==> src/rtl/irq_res_pkg.sv <==
package irq_res_pkg;

    // Number of special (non-maskable) sources and their fixed precedence.
    localparam int NUM_SPECIAL = 5;
    localparam int SP_RESET    = 0;
    localparam int SP_NMI      = 1;
    localparam int SP_WDOG     = 2;
    localparam int SP_DEBUG    = 3;
    localparam int SP_ADDR     = 4;

    typedef enum logic [1:0] {
        ST_ARB   = 2'd0,
        ST_GRANT = 2'd1,
        ST_HOLD  = 2'd2
    } res_state_e;

endpackage

==> src/rtl/irq_level_bank.sv <==
module irq_level_bank #(
    parameter int NSRC = 32,
    parameter int LVLW = 3,
    parameter int SELW = 5
) (
    input  logic                   clk,
    input  logic                   rst_n,
    input  logic                   wr_en,
    input  logic [SELW-1:0]        wr_sel,
    input  logic [LVLW-1:0]        wr_data,
    output logic [NSRC*LVLW-1:0]   levels
);

    // One register per source, cleared by reset.
    for (genvar g = 0; g < NSRC; g++) begin : g_lvl
        logic [LVLW-1:0] lvl_q;

        always_ff @(posedge clk) begin
            if (!rst_n) begin
                lvl_q <= '0;
            end else if (wr_en && (wr_sel == SELW'(g))) begin
                lvl_q <= wr_data;
            end
        end

        assign levels[g*LVLW +: LVLW] = lvl_q;
    end

    // a write is visible on the bank output after the edge
    a_r10_level_write: assert property (@(posedge clk) disable iff (!rst_n)
        (wr_en && (int'(wr_sel) < NSRC))
        |=> (levels[int'($past(wr_sel))*LVLW +: LVLW] == $past(wr_data)));

endmodule

==> src/rtl/irq_maskable_pick.sv <==
module irq_maskable_pick #(
    parameter int NSRC = 32,
    parameter int LVLW = 3,
    parameter int IDXW = 5
) (
    input  logic [NSRC-1:0]        req,
    input  logic [NSRC*LVLW-1:0]   levels,
    output logic                   found,
    output logic [IDXW-1:0]        idx,
    output logic [LVLW-1:0]        lvl
);

    logic [NSRC-1:0] elig;

    // A source competes only when it is pending with a non-zero level.
    for (genvar g = 0; g < NSRC; g++) begin : g_elig
        assign elig[g] = req[g] && (levels[g*LVLW +: LVLW] != '0);
    end

    // Scan from the highest index down; ">=" lets a lower index
    // displace an equal level, so ties resolve toward index 0.
    always_comb begin
        found = 1'b0;
        idx   = '0;
        lvl   = '0;
        for (int i = NSRC - 1; i >= 0; i--) begin
            if (elig[i] && (levels[i*LVLW +: LVLW] >= lvl)) begin
                found = 1'b1;
                idx   = IDXW'(i);
                lvl   = levels[i*LVLW +: LVLW];
            end
        end
    end

endmodule

==> src/rtl/irq_special_pick.sv <==
module irq_special_pick #(
    parameter int NSP  = 5,
    parameter int IDXW = 5
) (
    input  logic [NSP-1:0]   sp_req,
    output logic             found,
    output logic [IDXW-1:0]  idx
);

    // Lowest special index has precedence.
    always_comb begin
        found = 1'b0;
        idx   = '0;
        for (int i = NSP - 1; i >= 0; i--) begin
            if (sp_req[i]) begin
                found = 1'b1;
                idx   = IDXW'(i);
            end
        end
    end

endmodule

==> src/rtl/irq_resolver.sv <==
module irq_resolver
    import irq_res_pkg::*;
#(
    parameter int NSRC = 32,
    parameter int LVLW = 3,
    localparam int IDXW = $clog2(NSRC),
    localparam int NSP  = NUM_SPECIAL
) (
    input  logic              clk,
    input  logic              rst_n,
    input  logic [NSRC-1:0]   src_req,
    input  logic [NSP-1:0]    sp_req,
    input  logic              lvl_wr_en,
    input  logic [IDXW-1:0]   lvl_wr_sel,
    input  logic [LVLW-1:0]   lvl_wr_data,
    input  logic [LVLW-1:0]   cur_ipl,
    input  logic              int_en,
    input  logic              core_ack,
    output logic              accept,
    output logic              win_special,
    output logic [IDXW-1:0]   win_idx,
    output logic [LVLW-1:0]   win_lvl
);

    logic [NSRC*LVLW-1:0] levels;
    logic                 m_found;
    logic [IDXW-1:0]      m_idx;
    logic [LVLW-1:0]      m_lvl;
    logic                 s_found;
    logic [IDXW-1:0]      s_idx;
    logic                 mask_ok;
    logic                 cand_valid;
    logic                 held_live;
    logic                 withdrawn;
    res_state_e           state_q, state_d;

    irq_level_bank #(.NSRC(NSRC), .LVLW(LVLW), .SELW(IDXW)) u_bank (
        .clk     (clk),
        .rst_n   (rst_n),
        .wr_en   (lvl_wr_en),
        .wr_sel  (lvl_wr_sel),
        .wr_data (lvl_wr_data),
        .levels  (levels)
    );

    irq_maskable_pick #(.NSRC(NSRC), .LVLW(LVLW), .IDXW(IDXW)) u_mpick (
        .req    (src_req),
        .levels (levels),
        .found  (m_found),
        .idx    (m_idx),
        .lvl    (m_lvl)
    );

    irq_special_pick #(.NSP(NSP), .IDXW(IDXW)) u_spick (
        .sp_req (sp_req),
        .found  (s_found),
        .idx    (s_idx)
    );

    // Gate the maskable winner with the enable and the priority level.
    assign mask_ok    = m_found && int_en && (m_lvl > cur_ipl);
    assign cand_valid = s_found || mask_ok;

    // Is the held source still requesting?
    always_comb begin
        held_live = 1'b0;
        if (win_special) begin
            for (int i = 0; i < NSP; i++) begin
                if (win_idx == IDXW'(i)) held_live = sp_req[i];
            end
        end else begin
            for (int i = 0; i < NSRC; i++) begin
                if (win_idx == IDXW'(i)) held_live = src_req[i];
            end
        end
    end

    assign withdrawn = !held_live;

    // Next-state logic
    always_comb begin
        state_d = state_q;
        unique case (state_q)
            ST_ARB:   if (cand_valid) state_d = ST_GRANT;
            ST_GRANT: state_d = (core_ack || withdrawn) ? ST_ARB : ST_HOLD;
            ST_HOLD:  if (core_ack || withdrawn) state_d = ST_ARB;
            default:  state_d = ST_ARB;
        endcase
    end

    // State register
    always_ff @(posedge clk) begin
        if (!rst_n) state_q <= ST_ARB;
        else        state_q <= state_d;
    end

    // Result register, loaded only when a decision is made.
    always_ff @(posedge clk) begin
        if (!rst_n) begin
            win_special <= 1'b0;
            win_idx     <= '0;
            win_lvl     <= '0;
        end else if ((state_q == ST_ARB) && cand_valid) begin
            if (s_found) begin
                win_special <= 1'b1;
                win_idx     <= s_idx;
                win_lvl     <= '1;
            end else begin
                win_special <= 1'b0;
                win_idx     <= m_idx;
                win_lvl     <= m_lvl;
            end
        end
    end

    // Outputs
    always_comb begin
        accept = (state_q == ST_GRANT);
    end

    // a maskable acceptance never carries level 0
    a_r1_nonzero_level: assert property (@(posedge clk) disable iff (!rst_n)
        (accept && !win_special) |-> (win_lvl != '0));

    // a maskable acceptance required enable and a level above IPL
    a_r4_mask_gate: assert property (@(posedge clk) disable iff (!rst_n)
        (accept && !win_special) |-> ((win_lvl > $past(cur_ipl)) && $past(int_en)));

    // a pending special request at decision time yields a special winner
    a_r5_special_wins: assert property (@(posedge clk) disable iff (!rst_n)
        (accept && ($past(sp_req) != '0)) |-> win_special);

    // the acceptance pulse lasts exactly one cycle
    a_r7_single_pulse: assert property (@(posedge clk) disable iff (!rst_n)
        accept |=> !accept);

    // while waiting, the held result does not change
    a_r8_hold_stable: assert property (@(posedge clk) disable iff (!rst_n)
        ((state_q != ST_ARB) && !core_ack && !withdrawn)
        |=> ($stable(win_idx) && $stable(win_lvl) && $stable(win_special) && !accept));

    // a withdrawn request sends the machine back to arbitration
    a_r9_withdraw: assert property (@(posedge clk) disable iff (!rst_n)
        ((state_q != ST_ARB) && withdrawn) |=> ((state_q == ST_ARB) && !accept));

endmodule

==> config.mk <==
export PLATFORM = sky130hd
export DESIGN_NAME = irq_resolver
export DESIGN_NICKNAME = d
export VERILOG_FILES = /design/src/rtl/irq_res_pkg.sv /design/src/rtl/irq_level_bank.sv /design/src/rtl/irq_maskable_pick.sv /design/src/rtl/irq_special_pick.sv /design/src/rtl/irq_resolver.sv
export SDC_FILE = /design/constraint.sdc
export NUM_CORES = 1
export LEC_CHECK = 0
export BUFFER_PORTS_ARGS = -buffer_cell sky130_fd_sc_hd__buf_4
export CORE_UTILIZATION = 50
export CTS_CLUSTER_DIAMETER = 60
export CTS_CLUSTER_SIZE = 12
export DETAILED_ROUTE_END_ITERATION = 10
export GPL_TIMING_DRIVEN = 0
export PLACE_DENSITY = 0.75
export SKIP_CTS_REPAIR_TIMING = 1
export SLEW_MARGIN = 40
export SYNTH_ARGS = -nofsm -noshare
export SYNTH_HDL_FRONTEND = slang
export SYNTH_SLANG_ARGS = --single-unit
==> constraint.sdc <==
create_clock -name clk -period 74.3 [get_ports clk]
set_input_delay 18.575 -clock clk [delete_from_list [all_inputs] [get_ports clk]]
set_output_delay 18.575 -clock clk [all_outputs]
set_load 0.01 [all_outputs]
## Word-level counts from Yosys, hierarchy flattened

Index checks and enable logic that the tools add are counted.

- Register bits: 107
- Bits of input ports: 53
- Output and inout port bits: 10
- Logic and storage cells: 424

- Order comparisons: 33
- Eq/ne operators: 66
- Multiplexer cells: 151
- Reduce and logical (&&, ||, !) cells: 138

Operators by type and width:

| kind | count |
|---|---|
| 5-bit two-way mux | 33 |
| 5-bit == test, second input constant | 32 |
| 3-bit two-way mux | 38 |
| 1-bit logical AND | 99 |
| 3-bit nonzero test | 32 |
| 3-bit greater-or-equal comparator | 31 |
| 5-bit by 4-bit == test with 1-bit output, second input constant | 16 |
| 1-bit two-way mux | 76 |
| 5-bit by 3-bit == test with 1-bit output, second input constant | 8 |
| 5-bit by 2-bit == test with 1-bit output, second input constant | 4 |
| 5-bit by 1-bit == test with 1-bit output, second input constant | 2 |
| 5-bit logical NOT | 2 |
| 2-bit two-way mux | 3 |
| 2-bit case mux with 3 select lines | 1 |
| 2-bit inequality test, second input constant | 2 |
| 3-bit by 1-bit greater-or-equal comparator with 1-bit output, second input constant | 1 |
| 3-bit greater-than comparator | 1 |
| 2-bit by 1-bit == test with 1-bit output, second input constant | 1 |
| 2-bit == test, second input constant | 1 |
| 2-bit logical NOT | 1 |
| 1-bit logical OR | 2 |
| 2-bit AND reduction | 1 |
| 1-bit logical NOT | 1 |

## Logic depth before layout (Yosys ltp)

Gate-level depths: netlist (run 1).

- Depth after elaboration: 102
- Mapped depth: 245
- Mapped depth without buffers: 243

## Cells and area by module

From an unflattened synthesis (run 1), not the netlist that was laid out.

- Cells, all modules: 1332
- Area total of the unflattened synthesis: 9900.7 sq um

Modules (own cells, without submodules):

| module | times used | cells each | area each (sq um) | sequential area each (sq um) |
|---|---|---|---|---|
| irq_maskable_pick | 1 | 811 | 5102.4 | 0.0 |
| irq_level_bank | 1 | 362 | 3604.7 | 1921.8 |
| irq_resolver | 1 | 148 | 1126.1 | 220.2 |
| irq_special_pick | 1 | 11 | 67.6 | 0.0 |

## Worst setup path before layout (run 1)

No wires, ideal clock.

- Kind: input to register
- Start point: in src_req[31]
- End point: reg win_idx[4]
- Library setup time: 0.070 ns
- Arrival: 60.622 ns
- Data required time: 74.230 ns
- Setup slack: 13.608 ns
- Stages: 233
- Buffers on the path: 2
- Path through: and2_1 ha_1 nor2b_1 o21ai_1 buf_2 nand2_1 o21ai_0 ha_1 nand2b_1 a21oi_1 o21ai_0 a22o_1 a21oi_1 mux2_2 ha_1 nand2b_1 o21a_1 o211ai_1 [197 not listed] ha_1 nand2b_1 a21oi_1 nor2b_1 o21ai_0 nor2_1 nor4b_1 a221oi_1 ha_1 nor2b_1 o21ai_0 nand2b_1 nand3_1 a211oi_1 o31a_4 buf_6 nand4_1 a21oi_1

- Cells in the longest elaborated chain, start to end: 100
- Elaborated cells on any way between the ends: 166
- Those cells by class: 32 x order compare; 97 x mux; 37 x reduce/logical

RTL lines:

| what | line | RTL |
|---|---|---|
| from (decl) | irq_resolver.sv:11 | `input logic [NSRC-1:0] src_req,` |
| 1-bit logical AND (*) | irq_maskable_pick.sv:17 | `assign elig[g] = req[g] && (levels[g*LVLW +: LVLW] != '0);` |
| 1-bit logical AND (*) | irq_maskable_pick.sv:27 | `if (elig[i] && (levels[i*LVLW +: LVLW] >= lvl)) begin` |
| 3-bit two-way mux | irq_maskable_pick.sv:27 |  |
| 3-bit greater-or-equal comparator | irq_maskable_pick.sv:27 |  |
| 1-bit logical AND | irq_maskable_pick.sv:27 |  |
| 3-bit two-way mux | irq_maskable_pick.sv:27 |  |
| 3-bit greater-or-equal comparator | irq_maskable_pick.sv:27 |  |
| 1-bit logical AND | irq_maskable_pick.sv:27 |  |
| [84 not listed] | - |  |
| 3-bit two-way mux | irq_maskable_pick.sv:27 |  |
| 3-bit greater-or-equal comparator | irq_maskable_pick.sv:27 |  |
| 1-bit logical AND | irq_maskable_pick.sv:27 |  |
| 3-bit two-way mux / 1-bit two-way mux (equally long branches) | irq_maskable_pick.sv:27 |  |
| 3-bit greater-than comparator / 1-bit logical AND (equally long branches) | irq_resolver.sv:61 | `assign mask_ok = m_found && int_en && (m_lvl > cur_ipl);` |
| 1-bit logical AND | irq_resolver.sv:61 |  |
| 1-bit logical OR | irq_resolver.sv:62 | `assign cand_valid = s_found \|\| mask_ok;` |
| 1-bit logical AND | irq_resolver.sv:103 | `end else if ((state_q == ST_ARB) && cand_valid) begin` |
| to (signal assigned) | irq_resolver.sv:106 | `win_idx <= s_idx;` |
| to (signal assigned) | irq_resolver.sv:110 | `win_idx <= m_idx;` |
| to (decl) | irq_resolver.sv:21 | `output logic [IDXW-1:0] win_idx,` |

Every way passes the cells marked *; elsewhere a longest branch is shown, timed or not.
A chain may end at the register's enable or synchronous reset.

## Worst setup path after layout (run 1)

Same ends and word-level chain as after synthesis.

==> results of run 1 <==
==> cell type report <==
class / instances / area (um2) / area share (%)
multi-input cells: 1198 / 7440 / 67.1
clock inverters: 7 / 57.6 / 0.519
clock buffers: 9 / 225 / 2.03
inverters: 57 / 214 / 1.93
repair buffers: 58 / 435 / 3.93
flip-flops and latches: 107 / 2140 / 19.3
well taps: 265 / 332 / 2.99
plain buffers: 57 / 240 / 2.17
==> where the power goes <==
group | leakage [nW] | internal, mW | total (mW) | switching (mW)
clock | 0.140 | 0.0234 | 0.0477 | 0.0243
sequential | 0.865 | 0.0581 | 0.0591 | 0.000999
combinational | 3.15 | 0.0126 | 0.0331 | 0.0205
==> sequential cells by signal, summed over array words and instances, names as in the netlist <==
| register | count |
|---|---|
| state_q | 2 |
| win_special | 1 |
| win_idx | 5 |
| u_bank.g_lvl.lvl_q | 96 |
| win_lvl | 3 |
==> routing by layer <==
layer	routed length [um]	up-vias	GRT usage [%]
li1	-	5413	-
met1	14600	5298	44.0
met2	15000	539	52.4
met3	2840	87	4.50
met4	1320	0	14.6
met5	0	-	0
==> worst max path at each step <==
stage / start / endpoint / slack (ns) / depth (start not counted)
floorplan: src_req[31] / win_idx[4] / 13.61 / 233
global placement: src_req[31] / win_idx[4] / 8.05 / 229
detailed placement: src_req[31] / win_idx[4] / 7.14 / 234
CTS: src_req[31] / win_idx[4] / 7.26 / 234
global route: src_req[31] / win_idx[4] / 3.00 / 234
finish: src_req[31] / win_idx[4] / 6.53 / 233
==> metrics by stage <==
stage | std cells | utilization [%] | hold slack [ns]
floorplan | 1419 | - | 0.436
CTS | 1758 | 56.8 | 0.468
global route | 1758 | 56.8 | 0.498
detailed placement | 1742 | 55.3 | 0.457
finish | 1758 | 56.8 | 0.466
global placement | 1742 | 55.2 | 0.449
==> logic make-up after synthesis <==
logic type	Yosys count
simple gates	628
flops	107
buf+inv	114
compound gates	462
fa+ha+maj	45
xor+xnor	1
mux	62
==> synthesized netlist by cell type (all sizes together), types with 4 or more instances <==
master   instances
nand2          198
nor2           143
a21oi          124
dfxtp          107
o21ai          104
nand3           81
inv             57
clkbuf          50
nand2b          47
mux2i           45
nor3            42
ha              39
a31oi           25
and2            20
o31ai           20
nand4           19
nor2b           19
o211ai          16
and3            14
o21a            14
a21o            13
o221ai          12
or2             12
a21boi          11
a211oi          10
a22oi           10
mux2            10
nor4            10
or3             10
a31o             8
a32oi            8
o22ai            8
a2111oi          7
a41oi            7
buf              7
mux4             7
o21bai           7
o31a             7
a221oi           6
maj3             6
a22o             4
a311oi           4
o311ai           4
==> worst register-to-register path: cells and delay by family, from the launching register on <==
kind,cells,cell delay [ns]
and+or+nand+nor,80,12.50
adders and majority gates,36,10.13
AOI/OAI and AO/OA,104,23.04
DFF,1,0.37
buffers and inverters,3,0.56
muxes,9,3.18
==> flow_metrics.py, run 1 <==
metrics = {
    "run_status": {
        "outcome": "complete, no violations",
    },
    "timing": {
        "period_share_pct": 91.2,
        "setup_ws_ns": 6.53,
        "worst_pin_slew_ns": 0.934,
        "finClkSkew_ns": 0.0117,
        "slew_viol_final": 0,
        "tns_ns": 0,
        "setup-violations-final": 0,
        "hold_violations": 0,
        "rsz0062_at_grt": "no",
        "maxSlewHeadroom_pct": 37.4,
        "period_minus_slack_ns": 67.77,
        "max_freq_ghz": 0.0148,
    },
    "detailed_routing": {
        "drt_iter0_drc": 1250,
        "vias_per_cell": 6.45,
        "ant_nets": 0,
        "vias": 11337,
        "wirelength_um": 33700,
        "wl_per_cell_um": 19.2,
        "dr.pass1.iters": 7,
        "drcViolationCount": 0,
    },
    "yosys": {
        "synth_edf_count": 0,
        "synth-simple-area-share_pct": 30.3,
        "ys.flop_type": "dfxtp_1",
        "syn_area_um2": 10000,
        "synth_top_area_cell": "dfxtp_1",
        "synth_top_family_by_area": "compound AO/OA/AOI/OAI gates",
        "yosysWarnings": 0,
        "yosys-top-cells-area": "dfxtp_1 (21%), nand2_1 (7.3%), a21oi_1 (6.0%), nor2_1 (5.3%), ha_1 (4.9%)",
        "async_reset_ff_share_pct": 0,
        "synth_compound_area_share_pct": 31.0,
        "yosysSeqAreaShare_pct": 21.4,
        "synth_top_area_share_pct": 21.4,
        "synth_nets": 1511,
        "synthAdderAreaFrac_pct": 5.48,
        "synth_xor_area_share_pct": 0.0874,
        "avgSynthCellArea_um2": 7.06,
        "synthCells": 1419,
        "ys_ff_latch": 107,
        "yosys.cell_types.count": 102,
        "synthMuxAreaShare_pct": 7.27,
    },
    "global_route": {
        "grt-ovfl-total": 0,
        "grt_pass1_wl_um": 52400,
        "first_global_vias": 9996,
        "grtUsageTotal_pct": 32.8,
        "antenna_found_initial": 0,
        "grt_max_degree": 20,
    },
    "pwr": {
        "total_power_mw": 0.140,
        "ir_drop_v": 0.00000967,
        "p_per_area_nw_per_um2": 12.6,
        "p_leak_nw": 4.16,
    },
    "clock_tree": {
        "cts_tree": "built",
        "clock_path_buffers": 2,
        "root_buffer": "clkbuf_16",
        "clock_latency_ns": 0.36,
        "cts_buffers": 9,
        "clk_pin_slew_ns": 0.08,
        "h-tree-depth": 3,
        "cts_sinks": 107,
    },
    "setup_path": {
        "worstPathArrival_ns": 68.06,
        "crit_buf_inv": 4,
        "crit_top_cell": "ha_1",
        "cp.required_ns": 74.60,
        "worstRegToRegCells": 232,
        "r2r-start": "u_bank.g_lvl[31].lvl_q[2]",
        "max_stage_delay_ns": 0.66,
        "reg2reg_setup_slack_ns": 24.51,
        "cp_max_fo": 10,
        "critPathLaunchType": "input port",
        "crit_path_top_delay_cell": "nor3_1",
        "r2r_end": "win_idx[4]",
        "critical_path_class": "input port to register",
        "end_kind": "register",
        "crit_family": "compound AO/OA/AOI/OAI gates",
    },
    "finish": {
        "final_cell_mix": "nand2_1 (196), nor2_1 (141), a21oi_1 (121), dfxtp_1 (107), o21ai_0 (89)",
        "area_delta_synth_final_pct": 10.7,
        "final_area_um2": 11100,
        "antenna_cells": 0,
        "fin_nets": 1580,
        "final_common_cell": "nand2_1",
        "fillerInstances": 1930,
        "drive_gt1_share_pct": 9.78,
    },
    "floorplan": {
        "row_count": 51,
        "num_io_pins": 63,
        "chipWidth_um": 144,
        "die_y_um": 144,
        "initial_utilization_pct": 51.3,
        "core_um2": 19500,
        "dieArea_um2": 20600,
    },
    "placed_design": {
        "gp_congestion": 0.975,
        "numPortBuffers": 58,
        "pre_cts_ws_ns": 7.14,
        "hpwlAfterDp_um": 26600,
        "place_area_um2": 10800,
    },
    "min_path": {
        "hold_start": "u_bank.g_lvl[2].lvl_q[1]",
        "hold_path_depth": 2,
        "hold_path_end": "u_bank.g_lvl[2].lvl_q[1]",
        "hold_class": "register to register",
    },
    "flow_run": {
        "maxCapViolations": 0,
    },
}
(Power assumes the default switching activity.)
==> run 2: changes to the inputs <==
CORE_UTILIZATION = 55   (was 50)
PLACE_DENSITY = 0.8   (was 0.75)
==> run 2 against run 1 <==
Effect of this change:
- sequential power about the same
- non-clock buffer count unchanged
- global-route usage increased by 3.2 points
- clock skew decreased by 0.0018 ns
==> flow_metrics.py, run 2 (synthesized netlist as in run 1, its figures left out) <==
metrics = {
    "timing": {
        "hold_violations": 0,
        "worst_pin_slew_ns": 0.778,
        "slew_viol_final": 0,
        "period_minus_slack_ns": 67.75,
        "finClkSkew_ns": 0.00985,
        "tns_ns": 0,
        "maxSlewHeadroom_pct": 47.7,
        "rsz0062_at_grt": "no",
        "setup_ws_ns": 6.55,
        "setup-violations-final": 0,
        "max_freq_ghz": 0.0148,
        "period_share_pct": 91.2,
    },
    "finish": {
        "final-instance-count-excl-fill": 1719,
        "drive_gt1_share_pct": 9.85,
        "seq_area_um2": 2140,
        "finalCoreUtilization_pct": 63.0,
        "final_cell_mix": "nand2_1 (196), nor2_1 (141), a21oi_1 (121), dfxtp_1 (107), o21ai_0 (89)",
        "multi_input_area_um2": 7450,
        "final_common_cell": "nand2_1",
        "largest_register_ffs": 96,
        "fin_nets": 1580,
        "reg.largest.list": "u_bank.g_lvl.lvl_q x96, win_idx x5, win_lvl x3",
        "fillerInstances": 1616,
        "regMostFlops": "u_bank.g_lvl.lvl_q",
        "area_delta_synth_final_pct": 10.3,
    },
    "pwr": {
        "total_power_mw": 0.140,
        "ir_drop_v": 0.00000975,
        "p_per_area_nw_per_um2": 12.7,
        "p_leak_nw": 4.15,
    },
    "clock_tree": {
        "clk_pin_slew_ns": 0.08,
        "root_buffer": "clkbuf_16",
        "cts_tree": "built",
        "h-tree-depth": 3,
        "clock_path_buffers": 2,
        "clock_latency_ns": 0.37,
        "cts_sinks": 107,
        "cts_buffers": 9,
    },
    "detailed_routing": {
        "drt_iter0_drc": 1536,
        "wirelength_um": 33700,
        "drcViolationCount": 0,
        "wl_met2_um": 15300,
        "routed.top_layer": "met4",
        "wl_met1_um": 13800,
        "dr.pass1.iters": 6,
        "ant_nets": 0,
        "wl_per_cell_um": 19.6,
        "wl_met3_um": 3220,
        "vias_per_cell": 6.74,
        "vias": 11583,
    },
    "placed_design": {
        "numPortBuffers": 58,
        "gp_congestion": 0.986,
        "hpwlAfterDp_um": 26300,
        "dp.cells": 1702,
        "pre_cts_ws_ns": 7.17,
    },
    "floorplan": {
        "chipWidth_um": 137,
        "core_um2": 17500,
        "num_io_pins": 63,
        "dieArea_um2": 18800,
        "row_count": 48,
        "die_y_um": 137,
        "initial_utilization_pct": 57.1,
    },
    "global_route": {
        "grtUsageTotal_pct": 36.0,
        "grt_max_degree": 20,
        "first_global_vias": 10280,
        "grt-ovfl-total": 0,
        "antenna_found_initial": 0,
        "grt_pass1_wl_um": 52700,
    },
    "setup_path": {
        "worstPathArrival_ns": 68.04,
        "cp_max_fo": 10,
        "cp.required_ns": 74.59,
        "max_stage_delay_ns": 0.61,
        "crit_path_top_delay_cell": "o32ai_1",
        "critical_path_class": "input port to register",
        "critPathLaunchType": "input port",
        "crit_top_cell": "ha_1",
        "end_kind": "register",
    },
    "flow_run": {
        "maxCapViolations": 0,
    },
    "min_path": {
        "hold_class": "register to register",
    },
    "run_status": {
        "outcome": "complete, no violations",
    },
}
==> run 2: cell count changes in the layout (fill, tap and decap cells not counted), sizes merged <==
cell,change
inv,-1
clkbuf,+1
clkinv,-1
diode,+1
clkinvlp,+1
==> run 2: final cells by class <==
type                       instances  share of cell area, %
multi-input combinational       1198                   67.4
sequential                       107                   19.4
clock buffer                      10                   2.07
antenna                            1                 0.0226
clock inverter                     6                  0.498
timing repair buffer              58                   3.94
tap                              225                   2.55
buffer                            57                   2.19
inverter                          57                   1.94
==> run 2: report_power, final <==
part           switching [mW]  total [mW]  internal (mW)
logic                  0.0205      0.0332         0.0127
registers             0.00101      0.0591         0.0581
clock network          0.0243      0.0477         0.0235
==> run 2: path summary, 6_finish.rpt <==
check | startpoint | to | slack, ns | cells past startpoint
max | src_req[31] | win_idx[4] | 6.55 | 232
min | u_bank.g_lvl[2].lvl_q[1] | u_bank.g_lvl[2].lvl_q[1] | 0.49 | 2
max reg2reg | u_bank.g_lvl[31].lvl_q[2] | win_idx[4] | 24.47 | 231
min reg2reg | u_bank.g_lvl[2].lvl_q[1] | u_bank.g_lvl[2].lvl_q[1] | 0.49 | 2
==> run 2: worst max-delay path: cells and delay by family <==
kind            cells  cell delay (ns)
mux                 9             3.08
fa+ha+maj          36            10.18
buf+inv             4             0.65
simple gates       79            12.29
compound gates    104            23.21
==> run 2: metal layers <==
| layer | vias to the layer above | track usage (%) |
|---|---|---|
| met5 | - | 0 |
| met4 | 0 | 15.6 |
| met3 | 106 | 4.89 |
| met2 | 668 | 58.6 |
| met1 | 5388 | 47.4 |
| li1 | 5421 | - |
==> run 2: per-stage QoR <==
step	hold slack, ns	cell area, um2
2_1_floorplan	0.436	10000
3_3_place_gp	0.449	10700
3_5_place_dp	0.473	10700
4_1_cts	0.483	11000
5_1_grt	0.512	11000
6_report	0.487	11100
